`src/rtl/risc_alu_pkg.sv`:
```
package risc_alu_pkg;

   localparam int OP_W = 5;

   typedef enum logic [OP_W-1:0] {
      OP_ADD   = 5'd0,
      OP_ADDU  = 5'd1,
      OP_SUB   = 5'd2,
      OP_SUBU  = 5'd3,
      OP_AND   = 5'd4,
      OP_OR    = 5'd5,
      OP_XOR   = 5'd6,
      OP_SLL   = 5'd7,
      OP_SRL   = 5'd8,
      OP_SLT   = 5'd9,
      OP_SLTU  = 5'd10,
      OP_ADDI  = 5'd11,
      OP_ADDIU = 5'd12,
      OP_SLTI  = 5'd13,
      OP_SLTIU = 5'd14,
      OP_ANDI  = 5'd15,
      OP_ORI   = 5'd16,
      OP_XORI  = 5'd17,
      OP_LUI   = 5'd18
   } alu_op_e;

   typedef enum logic [1:0] {
      BSRC_REG  = 2'd0,
      BSRC_SEXT = 2'd1,
      BSRC_ZEXT = 2'd2
   } bsrc_e;

   typedef enum logic [2:0] {
      UNIT_NONE  = 3'd0,
      UNIT_ADD   = 3'd1,
      UNIT_CMP   = 3'd2,
      UNIT_LOGIC = 3'd3,
      UNIT_SHIFT = 3'd4,
      UNIT_UPPER = 3'd5
   } unit_e;

   typedef enum logic [1:0] {
      LFN_AND = 2'd0,
      LFN_OR  = 2'd1,
      LFN_XOR = 2'd2
   } logic_fn_e;

   typedef struct packed {
      logic      valid;
      unit_e     unit;
      bsrc_e     bsrc;
      logic      subtract;
      logic      signed_ovf;
      logic      cmp_signed;
      logic_fn_e lfn;
      logic      shift_right;
   } alu_ctrl_t;

   function automatic alu_ctrl_t decode_op(input logic [OP_W-1:0] op);
      alu_ctrl_t c;
      c.valid       = 1'b1;
      c.unit        = UNIT_NONE;
      c.bsrc        = BSRC_REG;
      c.subtract    = 1'b0;
      c.signed_ovf  = 1'b0;
      c.cmp_signed  = 1'b0;
      c.lfn         = LFN_AND;
      c.shift_right = 1'b0;
      case (op)
         OP_ADD:   begin c.unit = UNIT_ADD; c.signed_ovf = 1'b1; end
         OP_ADDU:  begin c.unit = UNIT_ADD; end
         OP_SUB:   begin c.unit = UNIT_ADD; c.subtract = 1'b1; c.signed_ovf = 1'b1; end
         OP_SUBU:  begin c.unit = UNIT_ADD; c.subtract = 1'b1; end
         OP_AND:   begin c.unit = UNIT_LOGIC; c.lfn = LFN_AND; end
         OP_OR:    begin c.unit = UNIT_LOGIC; c.lfn = LFN_OR; end
         OP_XOR:   begin c.unit = UNIT_LOGIC; c.lfn = LFN_XOR; end
         OP_SLL:   begin c.unit = UNIT_SHIFT; end
         OP_SRL:   begin c.unit = UNIT_SHIFT; c.shift_right = 1'b1; end
         OP_SLT:   begin c.unit = UNIT_CMP; c.subtract = 1'b1; c.cmp_signed = 1'b1; end
         OP_SLTU:  begin c.unit = UNIT_CMP; c.subtract = 1'b1; end
         OP_ADDI:  begin c.unit = UNIT_ADD; c.bsrc = BSRC_SEXT; c.signed_ovf = 1'b1; end
         OP_ADDIU: begin c.unit = UNIT_ADD; c.bsrc = BSRC_SEXT; end
         OP_SLTI:  begin c.unit = UNIT_CMP; c.bsrc = BSRC_SEXT; c.subtract = 1'b1;
                         c.cmp_signed = 1'b1; end
         OP_SLTIU: begin c.unit = UNIT_CMP; c.bsrc = BSRC_SEXT; c.subtract = 1'b1; end
         OP_ANDI:  begin c.unit = UNIT_LOGIC; c.bsrc = BSRC_ZEXT; c.lfn = LFN_AND; end
         OP_ORI:   begin c.unit = UNIT_LOGIC; c.bsrc = BSRC_ZEXT; c.lfn = LFN_OR; end
         OP_XORI:  begin c.unit = UNIT_LOGIC; c.bsrc = BSRC_ZEXT; c.lfn = LFN_XOR; end
         OP_LUI:   begin c.unit = UNIT_UPPER; end
         default:  begin c.valid = 1'b0; end
      endcase
      return c;
   endfunction

endpackage

```
`src/rtl/risc_alu_opnd.sv`:
```
module risc_alu_opnd
   import risc_alu_pkg::*;
#(
   parameter int DATA_W = 32,
   parameter int IMM_W  = 16
) (
   input  bsrc_e             bsrc,
   input  logic [DATA_W-1:0] src_b,
   input  logic [IMM_W-1:0]  imm,
   output logic [DATA_W-1:0] op_b
);

   localparam int EXT_W = DATA_W - IMM_W;

   generate
      if (IMM_W < 1 || IMM_W >= DATA_W) begin : g_bad_imm
         $error("risc_alu_opnd: IMM_W must be in 1..DATA_W-1");
      end
   endgenerate

   logic [DATA_W-1:0] imm_sext;
   logic [DATA_W-1:0] imm_zext;

   assign imm_sext = {{EXT_W{imm[IMM_W-1]}}, imm};
   assign imm_zext = {{EXT_W{1'b0}}, imm};

   always_comb begin
      case (bsrc)
         BSRC_SEXT: op_b = imm_sext;
         BSRC_ZEXT: op_b = imm_zext;
         default:   op_b = src_b;
      endcase
   end

endmodule

```
`src/rtl/risc_alu_arith.sv`:
```
module risc_alu_arith #(
   parameter int DATA_W = 32
) (
   input  logic [DATA_W-1:0] op_a,
   input  logic [DATA_W-1:0] op_b,
   input  logic              subtract,
   input  logic              signed_ovf,
   input  logic              cmp_signed,
   output logic [DATA_W-1:0] sum,
   output logic              ovf,
   output logic              less
);

   localparam int MSB = DATA_W - 1;

   logic [DATA_W-1:0] b_eff;
   logic [DATA_W:0]   wide;
   logic              sign_a;
   logic              sign_b;
   logic              sign_r;
   logic              raw_ovf;
   logic              less_u;
   logic              less_s;

   assign b_eff = subtract ? ~op_b : op_b;
   assign wide  = {1'b0, op_a} + {1'b0, b_eff} + {{DATA_W{1'b0}}, subtract};
   assign sum   = wide[MSB:0];

   assign sign_a = op_a[MSB];
   assign sign_b = op_b[MSB];
   assign sign_r = wide[MSB];

   // Add overflows when inputs agree in sign; subtract when they differ.
   assign raw_ovf = ((sign_a ~^ sign_b) ^ subtract) & (sign_r ^ sign_a);
   assign ovf     = signed_ovf & raw_ovf;

   // Carry out of a - b is clear exactly when a borrow occurred.
   assign less_u = ~wide[DATA_W];
   assign less_s = (sign_a ^ sign_b) ? sign_a : sign_r;
   assign less   = cmp_signed ? less_s : less_u;

endmodule

```
`src/rtl/risc_alu_logic.sv`:
```
module risc_alu_logic
   import risc_alu_pkg::*;
#(
   parameter int DATA_W       = 32,
   parameter int IMM_W        = 16,
   parameter bit STAGED_SHIFT = 1'b1,
   localparam int SHAMT_W     = $clog2(DATA_W)
) (
   input  logic [DATA_W-1:0]  op_a,
   input  logic [DATA_W-1:0]  op_b,
   input  logic_fn_e          lfn,
   input  logic               shift_right,
   input  logic [SHAMT_W-1:0] shamt,
   input  logic [IMM_W-1:0]   imm,
   output logic [DATA_W-1:0]  logic_res,
   output logic [DATA_W-1:0]  shift_res,
   output logic [DATA_W-1:0]  upper_res
);

   localparam int LOW_W = DATA_W - IMM_W;

   always_comb begin
      case (lfn)
         LFN_OR:  logic_res = op_a | op_b;
         LFN_XOR: logic_res = op_a ^ op_b;
         default: logic_res = op_a & op_b;
      endcase
   end

   assign upper_res = {imm, {LOW_W{1'b0}}};

   generate
      if (STAGED_SHIFT) begin : g_staged
         logic [DATA_W-1:0] lstage [SHAMT_W+1];
         logic [DATA_W-1:0] rstage [SHAMT_W+1];
         assign lstage[0] = op_a;
         assign rstage[0] = op_a;
         for (genvar s = 0; s < SHAMT_W; s++) begin : g_stage
            assign lstage[s+1] = shamt[s] ? (lstage[s] << (1 << s)) : lstage[s];
            assign rstage[s+1] = shamt[s] ? (rstage[s] >> (1 << s)) : rstage[s];
         end
         assign shift_res = shift_right ? rstage[SHAMT_W] : lstage[SHAMT_W];
      end else begin : g_native
         assign shift_res = shift_right ? (op_a >> shamt) : (op_a << shamt);
      end
   endgenerate

endmodule

```
`src/rtl/risc_alu.sv`:
```
module risc_alu
   import risc_alu_pkg::*;
#(
   parameter int DATA_W       = 32,
   parameter int IMM_W        = 16,
   parameter bit STAGED_SHIFT = 1'b1,
   localparam int SHAMT_W     = $clog2(DATA_W)
) (
   input  logic [OP_W-1:0]    op_sel,
   input  logic [DATA_W-1:0]  src_a,
   input  logic [DATA_W-1:0]  src_b,
   input  logic [IMM_W-1:0]   imm16,
   input  logic [SHAMT_W-1:0] shamt,
   output logic [DATA_W-1:0]  result,
   output logic               zero_flag,
   output logic               ovf_flag
);

   localparam int MSB = DATA_W - 1;

   generate
      if ((1 << SHAMT_W) != DATA_W) begin : g_bad_width
         $error("risc_alu: DATA_W must be a power of two");
      end
      if (2 * IMM_W > DATA_W) begin : g_bad_imm
         $error("risc_alu: IMM_W must not exceed half of DATA_W");
      end
   endgenerate

   alu_ctrl_t         ctrl;
   logic [DATA_W-1:0] op_b;
   logic [DATA_W-1:0] sum;
   logic              arith_ovf;
   logic              less;
   logic [DATA_W-1:0] logic_res;
   logic [DATA_W-1:0] shift_res;
   logic [DATA_W-1:0] upper_res;

   always_comb ctrl = decode_op(op_sel);

   risc_alu_opnd #(
      .DATA_W (DATA_W),
      .IMM_W  (IMM_W)
   ) u_opnd (
      .bsrc  (ctrl.bsrc),
      .src_b (src_b),
      .imm   (imm16),
      .op_b  (op_b)
   );

   risc_alu_arith #(
      .DATA_W (DATA_W)
   ) u_arith (
      .op_a       (src_a),
      .op_b       (op_b),
      .subtract   (ctrl.subtract),
      .signed_ovf (ctrl.signed_ovf),
      .cmp_signed (ctrl.cmp_signed),
      .sum        (sum),
      .ovf        (arith_ovf),
      .less       (less)
   );

   risc_alu_logic #(
      .DATA_W       (DATA_W),
      .IMM_W        (IMM_W),
      .STAGED_SHIFT (STAGED_SHIFT)
   ) u_logic (
      .op_a        (src_a),
      .op_b        (op_b),
      .lfn         (ctrl.lfn),
      .shift_right (ctrl.shift_right),
      .shamt       (shamt),
      .imm         (imm16),
      .logic_res   (logic_res),
      .shift_res   (shift_res),
      .upper_res   (upper_res)
   );

   always_comb begin
      case (ctrl.unit)
         UNIT_ADD:   result = sum;
         UNIT_CMP:   result = {{(DATA_W-1){1'b0}}, less};
         UNIT_LOGIC: result = logic_res;
         UNIT_SHIFT: result = shift_res;
         UNIT_UPPER: result = upper_res;
         default:    result = '0;
      endcase
   end

   assign zero_flag = ctrl.valid & (result == '0);
   assign ovf_flag  = ctrl.valid & (ctrl.unit == UNIT_ADD) & arith_ovf;

   // Checks across the decode, operand and unit outputs
   always_comb begin
      if (!ctrl.valid) begin
         a_r12_invalid_quiet: assert (result == '0 && !zero_flag && !ovf_flag)
            else $error("R12: unrecognised code produced activity");
      end
      if (ctrl.unit == UNIT_CMP) begin
         a_r6_cmp_boolean: assert (result[MSB:1] == '0)
            else $error("R6: compare result not 0 or 1");
      end
      if (op_sel == OP_ADDU || op_sel == OP_SUBU || op_sel == OP_ADDIU
          || ctrl.unit != UNIT_ADD) begin
         a_r10_no_overflow: assert (!ovf_flag)
            else $error("R10: overflow raised on unflagged code");
      end
      if (ovf_flag) begin
         a_r9_ovf_sign_flip: assert (result[MSB] != src_a[MSB])
            else $error("R9: overflow without sign change");
      end
      if (op_sel == OP_LUI) begin
         a_r8_upper_place: assert (result[DATA_W-IMM_W-1:0] == '0
                                   && result[MSB:DATA_W-IMM_W] == imm16)
            else $error("R8: upper constant misplaced");
      end
      if (op_sel == OP_ORI) begin
         a_r4_ori_high_pass: assert (result[MSB:IMM_W] == src_a[MSB:IMM_W])
            else $error("R4: zero-extended OR altered high bits");
      end
   end

endmodule

```
`config.mk`:
```
export PLATFORM = sky130hd
export DESIGN_NAME = risc_alu
export DESIGN_NICKNAME = d
export VERILOG_FILES = /design/src/rtl/risc_alu_pkg.sv /design/src/rtl/risc_alu_opnd.sv /design/src/rtl/risc_alu_arith.sv /design/src/rtl/risc_alu_logic.sv /design/src/rtl/risc_alu.sv
export SDC_FILE = /design/constraint.sdc
export NUM_CORES = 1
export LEC_CHECK = 0
export ABC_AREA = 1
export BUFFER_PORTS_ARGS = -buffer_cell sky130_fd_sc_hd__buf_4
export CORE_ASPECT_RATIO = 1.75
export CORE_MARGIN = 3
export CORE_UTILIZATION = 40
export DETAILED_ROUTE_END_ITERATION = 16
export GPL_ROUTABILITY_DRIVEN = 0
export PLACE_DENSITY = 0.68
export SLEW_MARGIN = 20
export SYNTH_ARGS = -nofsm -noshare
export SYNTH_HDL_FRONTEND = slang
export SYNTH_HIERARCHICAL = 1
export SYNTH_SLANG_ARGS = --single-unit
```
`constraint.sdc`:
```
create_clock -name vclk -period 10
set_input_delay 3 -clock vclk [all_inputs]
set_output_delay 3 -clock vclk [all_outputs]
set_load 0.05 [all_outputs]
```
==> results.md, run 1 <==
* Status: complete, but fails checks
* Failing checks: setup timing
* Post-DP HPWL at 35500 um
* Util after Layout at 0.521
* Core ar. at 0.0235 mm^2
* Initial antenna violation count at 0
* Setup-failing EPs final at 1
* Flip-flop and latch count at 0
* CP arrival at 7.23 ns
* Top cell type's share of synthesized area at 0.234
* I/O pins at 124
* Worst setup SP type: primary input
* Cell Count Post-Placement at 2336
* Global-route wire length before repair at 70500 um
* Crit path top cell by count: buf_4
* Syn Area/Cell at 5.34 um^2
* Min Tclk post-route at 10.23 ns
* # nets final at 2240
* Largest family of logic cells by synthesized area: simple AND/OR/NAND/NOR gates
* Initial DRC count at 1759
* Max stage delay on crit path at 0.33 ns
* DRC violations left at 0
* Drt wl/cell at 19.9 um
* Synth area leaders: nand3_1 23%, nand2_1 19%, ha_1 13%
* Required @ worst endpoint at 7.00 ns
* CP Max Fanout at 13
* Synth Area in Adders at 0.131
* Hold endpoint: result[31]
* Global route overflow at 0
* Layout cell share with drive strength beyond 1 at 0.245
* CLK BUF at 0
* Max VDD drop at 0.0000740 V
* HP Start: imm16[15]
* Via density at 5.89
* Worst-margin pin slew at 0.972 ns
* Most frequent cells in the layout: 490 x nand2_1, 442 x nand3_1, 339 x buf_4, 186 x inv_1, 109 x nor2_1
* DRT Wirelength at 46800 um
* Cell Pwr Density at 86.7 mW/mm^2
* Relative slew margins at 0.352
* Synth-to-Final Area Change at 27.3%
* Most common cell after layout, fill and taps aside: nand2_1
* RSZ-0062 raised after global routing: yes
* Simple-gate share of the synthesized area at 0.564
* Netlist cell types at 51
* Leak at 6.94 nW
* Critical Path End Type: output port
* Hold Path Depth at 7
* # Max-Cap Violations at 0
* Largest net degree at the start of global routing at 67
* Starting Density at 0.410
* Slowest cell on crit path: ha_1
* XOR/XNOR share of the synthesized area at 0.0500
* Overall Power at 1.06 mW
* Hold_ws at 6.64 ns
* Mux share of post-synthesis cell area at 0
* Post-Layout Cell Count at 2352
* Sequential-to-total area share from yosys stat at 0
* Pins Over Slew Limit at 0
* N_diodes at 0
* Die height at 211 um
* Synth area leader: nand3_1
* Num rows at 74
* YS warnings at 6
* Final Hold Fails at 0
* Port bufs at 124
* Min-delay worst type: primary input to output port
* Antenna viol nets, final at 0
* Period utilisation layout at 1.02
* Drt first pass iters at 9
* Post-synthesis instance total at 1805
* Slack of the critical path at -0.234 ns
* Die ar. at 0.0260 mm^2
* Worst Setup Path Type: primary input to output port
* Die width at 123 um
* Achievable Freq at 0.0977 GHz
* GRT Total Usage at 0.351
* Register Area at 0 um^2
* Vias in the first global route at 13400
* Fraction of the mapped netlist area in compound gates at 0.0930
* Via count at 13900
* Netlist Area Pre-Place at 0.00963 mm^2
[synth_stat cells, types with 20 or more instances]
cell,number
ha_1,99
a21oi_1,43
inv_1,188
xor2_1,46
o21ai_0,51
nand2_2,38
nor2_1,125
nand3_1,450
nand3_2,20
nand2_1,497
buf_4,39
buf_2,41
[power by group]
group          switching, mW  leakage, nW  internal [mW]
Combinational          0.642         6.94          0.421
Sequential                 0            0              0
Clock                      0            0              0
[per-stage QoR]
| step | area (um^2) | setup WS, ns | TNS (ns) |
|---|---|---|---|
| final | 12300 | -0.234 | -0.234 |
| after global routing | 12300 | -0.380 | -0.639 |
| after CTS | 12200 | -0.0393 | -0.0393 |
| after detailed placement | 11900 | -0.466 | -0.468 |
| after global placement | 11900 | -0.407 | -0.407 |
| after floorplan | 9750 | 0.0201 | 0 |
[critical path, delay by kind of cell]
family	cells	cell delay [ns]
adder cells (fa/ha/maj)	2	0.53
AO/OA/AOI/OAI	2	0.19
XOR/XNOR	2	0.28
AND/OR/NAND/NOR	16	1.93
buffers and inverters	10	1.28
[what timing repair did]
item / CTS / global route
buffers inserted: 10 / 6
pin swaps: 15 / 17
gates cloned: 1 / 0
gates resized for setup: 33 / 31
hold buffers: 0 / 0
endpoints found under the setup margin: 2 / 8
[worst max-delay path by stage]
stage,endpoint,start,depth (start not counted)
floorplan,zero_flag,op_sel[4],30
global placement,zero_flag,op_sel[0],30
detailed placement,zero_flag,op_sel[1],29
CTS,zero_flag,op_sel[0],32
global route,zero_flag,op_sel[0],35
finish,zero_flag,op_sel[1],32
[cell families (layout without fill, tap and decap cells)]
family / Yosys count / after routing
adder cells (fa/ha/maj): 100 / 100
AO/OA/AOI/OAI: 149 / 149
buffers and inverters: 319 / 547
other: 1 / 16
AND/OR/NAND/NOR: 1181 / 1181
XOR/XNOR: 55 / 55
[cell type report]
cell class                      count  area (um^2)
Tap cell                          304          380
Fill cell                        2520        11300
Multi-Input combinational cell   1501         8410
Inverter                          197          749
Timing Repair Buffer              350         2730
[routing by layer]
layer | global-route usage | share of wire
met5 | 0 | 0
met3 | 0.0863 | 0.098
met2 | 0.591 | 0.46
met4 | 0.337 | 0.14
met1 | 0.339 | 0.30
No activity file was read; power rests on OpenSTA's default activity.
==> inputs of run 2 (changes only) <==
RECOVER_POWER = 25   (was default)
==> results.md, run 2 (same netlist as run 1, synthesis figures left out) <==
* Setup tns final at -0.235 ns (was -0.234 ns)
* Most common cell after layout, fill and taps aside: nand2_1 (unchanged)
* Pins Over Slew Limit at 0 (unchanged)
* Seq pwr share at 0 (about the same)
* Min Tclk post-route at 10.23 ns (about the same)
* Max VDD drop at 0.0000736 V (was 0.0000740 V)
* Setup-failing EPs final at 1 (unchanged)
* Period utilisation layout at 1.02 (about the same)
* # Max-Cap Violations at 0 (unchanged)
* Slowest cell on crit path: ha_4 (was ha_1)
* Worst slack at placement at -0.466 ns (unchanged)
* Most frequent cells in the layout: 490 x nand2_1, 442 x nand3_1, 332 x buf_4, 186 x inv_1, 109 x nor2_1 (was 490 x nand2_1, 442 x nand3_1, 339 x buf_4, 186 x inv_1, 109 x nor2_1)
* I/O pins at 124 (unchanged)
* Final cell area excluding filler cells at 0.0122 mm^2 (was 0.0123 mm^2)
* Flip-flop and latch count at 0 (unchanged)
* Area after DPL at 0.0119 mm^2 (unchanged)
* Status: complete, but fails checks (unchanged)
* HP Start: imm16[15] (unchanged)
* Max stage delay on crit path at 0.33 ns (about the same)
* Hold_ws at 6.64 ns (about the same)
* Post-DP HPWL at 35500 um (unchanged)
* Overall Power at 1.06 mW (about the same)
* Hold endpoint: result[31] (unchanged)
* Largest net degree at the start of global routing at 67 (unchanged)
* Vias in the first global route at 13400 (unchanged)
* # fillers at 2524 (was 2520)
* Required @ worst endpoint at 7.00 ns (about the same)
* Register Area at 0 um^2 (unchanged)
* Via density at 5.86 (was 5.89)
* # nets final at 2240 (unchanged)
* Drt wl/cell at 19.9 um (about the same)
* Via count at 13800 (was 13900)
* Global route overflow at 0 (unchanged)
* Pint at 419 uW (was 421 uW)
* Worst setup SP type: primary input (unchanged)
* Final Hold Fails at 0 (unchanged)
* CLK BUF at 0 (unchanged)
* Top cell family by delay on the critical path: simple AND/OR/NAND/NOR gates (unchanged)
* Critical Path End Type: output port (unchanged)
* Failing checks: setup timing (unchanged)
* GRT Total Usage at 0.351 (unchanged)
* Layout cell share with drive strength beyond 1 at 0.244 (was 0.245)
* Initial DRC count at 1756 (was 1759)
* Initial antenna violation count at 0 (unchanged)
* Die height at 211 um (unchanged)
* Starting Density at 0.410 (unchanged)
* N_diodes at 0 (unchanged)
* CP Max Fanout at 13 (unchanged)
* Worst-margin pin slew at 0.971 ns (was 0.972 ns)
* CP arrival at 7.23 ns (about the same)
* Sw power at 643 uW (was 642 uW)
* Die width at 123 um (unchanged)
* Drt first pass iters at 6 (was 9)
* Cell Count Post-Placement at 2336 (unchanged)
* Num rows at 74 (unchanged)
* DRC violations left at 0 (unchanged)
* Global-route wire length before repair at 70500 um (unchanged)
* Core ar. at 0.0235 mm^2 (unchanged)
* CP Buf/Inv Count at 9 (was 10)
* Slack of the critical path at -0.235 ns (was -0.234 ns)
* Achievable Freq at 0.0977 GHz (about the same)
* Logic gate share of total power at 1.000 (about the same)
* Synth-to-Final Area Change at 27.1% (was 27.3%)
* RSZ-0062 raised after global routing: yes (unchanged)
* Die ar. at 0.0260 mm^2 (unchanged)
* Port bufs at 124 (unchanged)
* Leak at 6.93 nW (was 6.94 nW)
* Relative slew margins at 0.353 (was 0.352)
* Cell Pwr Density at 86.7 mW/mm^2 (about the same)
* Util after Layout at 0.521 (about the same)
* Multi-input logic area at 0.00841 mm^2 (unchanged)
* Clock group share of total power at 0 (about the same)
* Worst Setup Path Type: primary input to output port (unchanged)
* Antenna viol nets, final at 0 (unchanged)
* Post-Layout Cell Count at 2352 (unchanged)
* Crit path top cell by count: nand2_1 (was buf_4)
* Hold Path Depth at 7 (unchanged)
* Min-delay worst type: primary input to output port (unchanged)
* DRT Wirelength at 46900 um (was 46800 um)
* Sw frac at 0.605 (was 0.604)
run 2: cell types whose count changed in the layout (fill, tap and decap cells not counted), sizes merged:
cell / change
clkbuf: +7
buf: -7
run 2: final cells by class:
| type | count | share of cell area |
|---|---|---|
| inverters | 197 | 0.0612 |
| repair buffers | 350 | 0.221 |
| multi-input cells | 1501 | 0.687 |
| well taps | 304 | 0.0311 |
run 2: worst max-delay path by stage:
stage	from	to	depth (start not counted)	slack (ns)
after CTS	op_sel[0]	zero_flag	32	-0.04
after global placement	op_sel[0]	zero_flag	30	-0.41
final	op_sel[0]	zero_flag	32	-0.23
after detailed placement	op_sel[1]	zero_flag	29	-0.47
after global routing	op_sel[0]	zero_flag	35	-0.38
after floorplan	op_sel[4]	zero_flag	30	0.02
run 2: power groups by stage:
stage | combinational, mW | clock [mW] | sequential (mW)
2_1_floorplan | 0.583 | 0 | 0
3_3_place_gp | 0.965 | 0 | 0
3_5_place_dp | 0.974 | 0 | 0
4_1_cts | 1.01 | 0 | 0
5_1_grt | 1.13 | 0 | 0
6_report | 1.06 | 0 | 0
run 2: tightest hold or removal path: stages:
cell and delay, ns:
buf_4 0.10, a22oi_1 0.07, nand2_1 0.06, nor2_1 0.04
buf_4 0.13, inv_1 0.04, buf_4 0.18
run 2: timing repair:
action                                  CTS  global route
setup buffers                            10             6
gates cloned                              1             0
endpoints found under the setup margin    2             8
hold buffers                              0             0
resized for setup                        33            31
pin swaps                                15            17
run 2: routing by layer:
layer  wire [um]  GRT usage  up-vias
met4        6130      0.337        0
met2       21800      0.591      911
met3        4480     0.0863      363
met5           0          0        -
li1            -          -     6353
met1       14400      0.339     6147
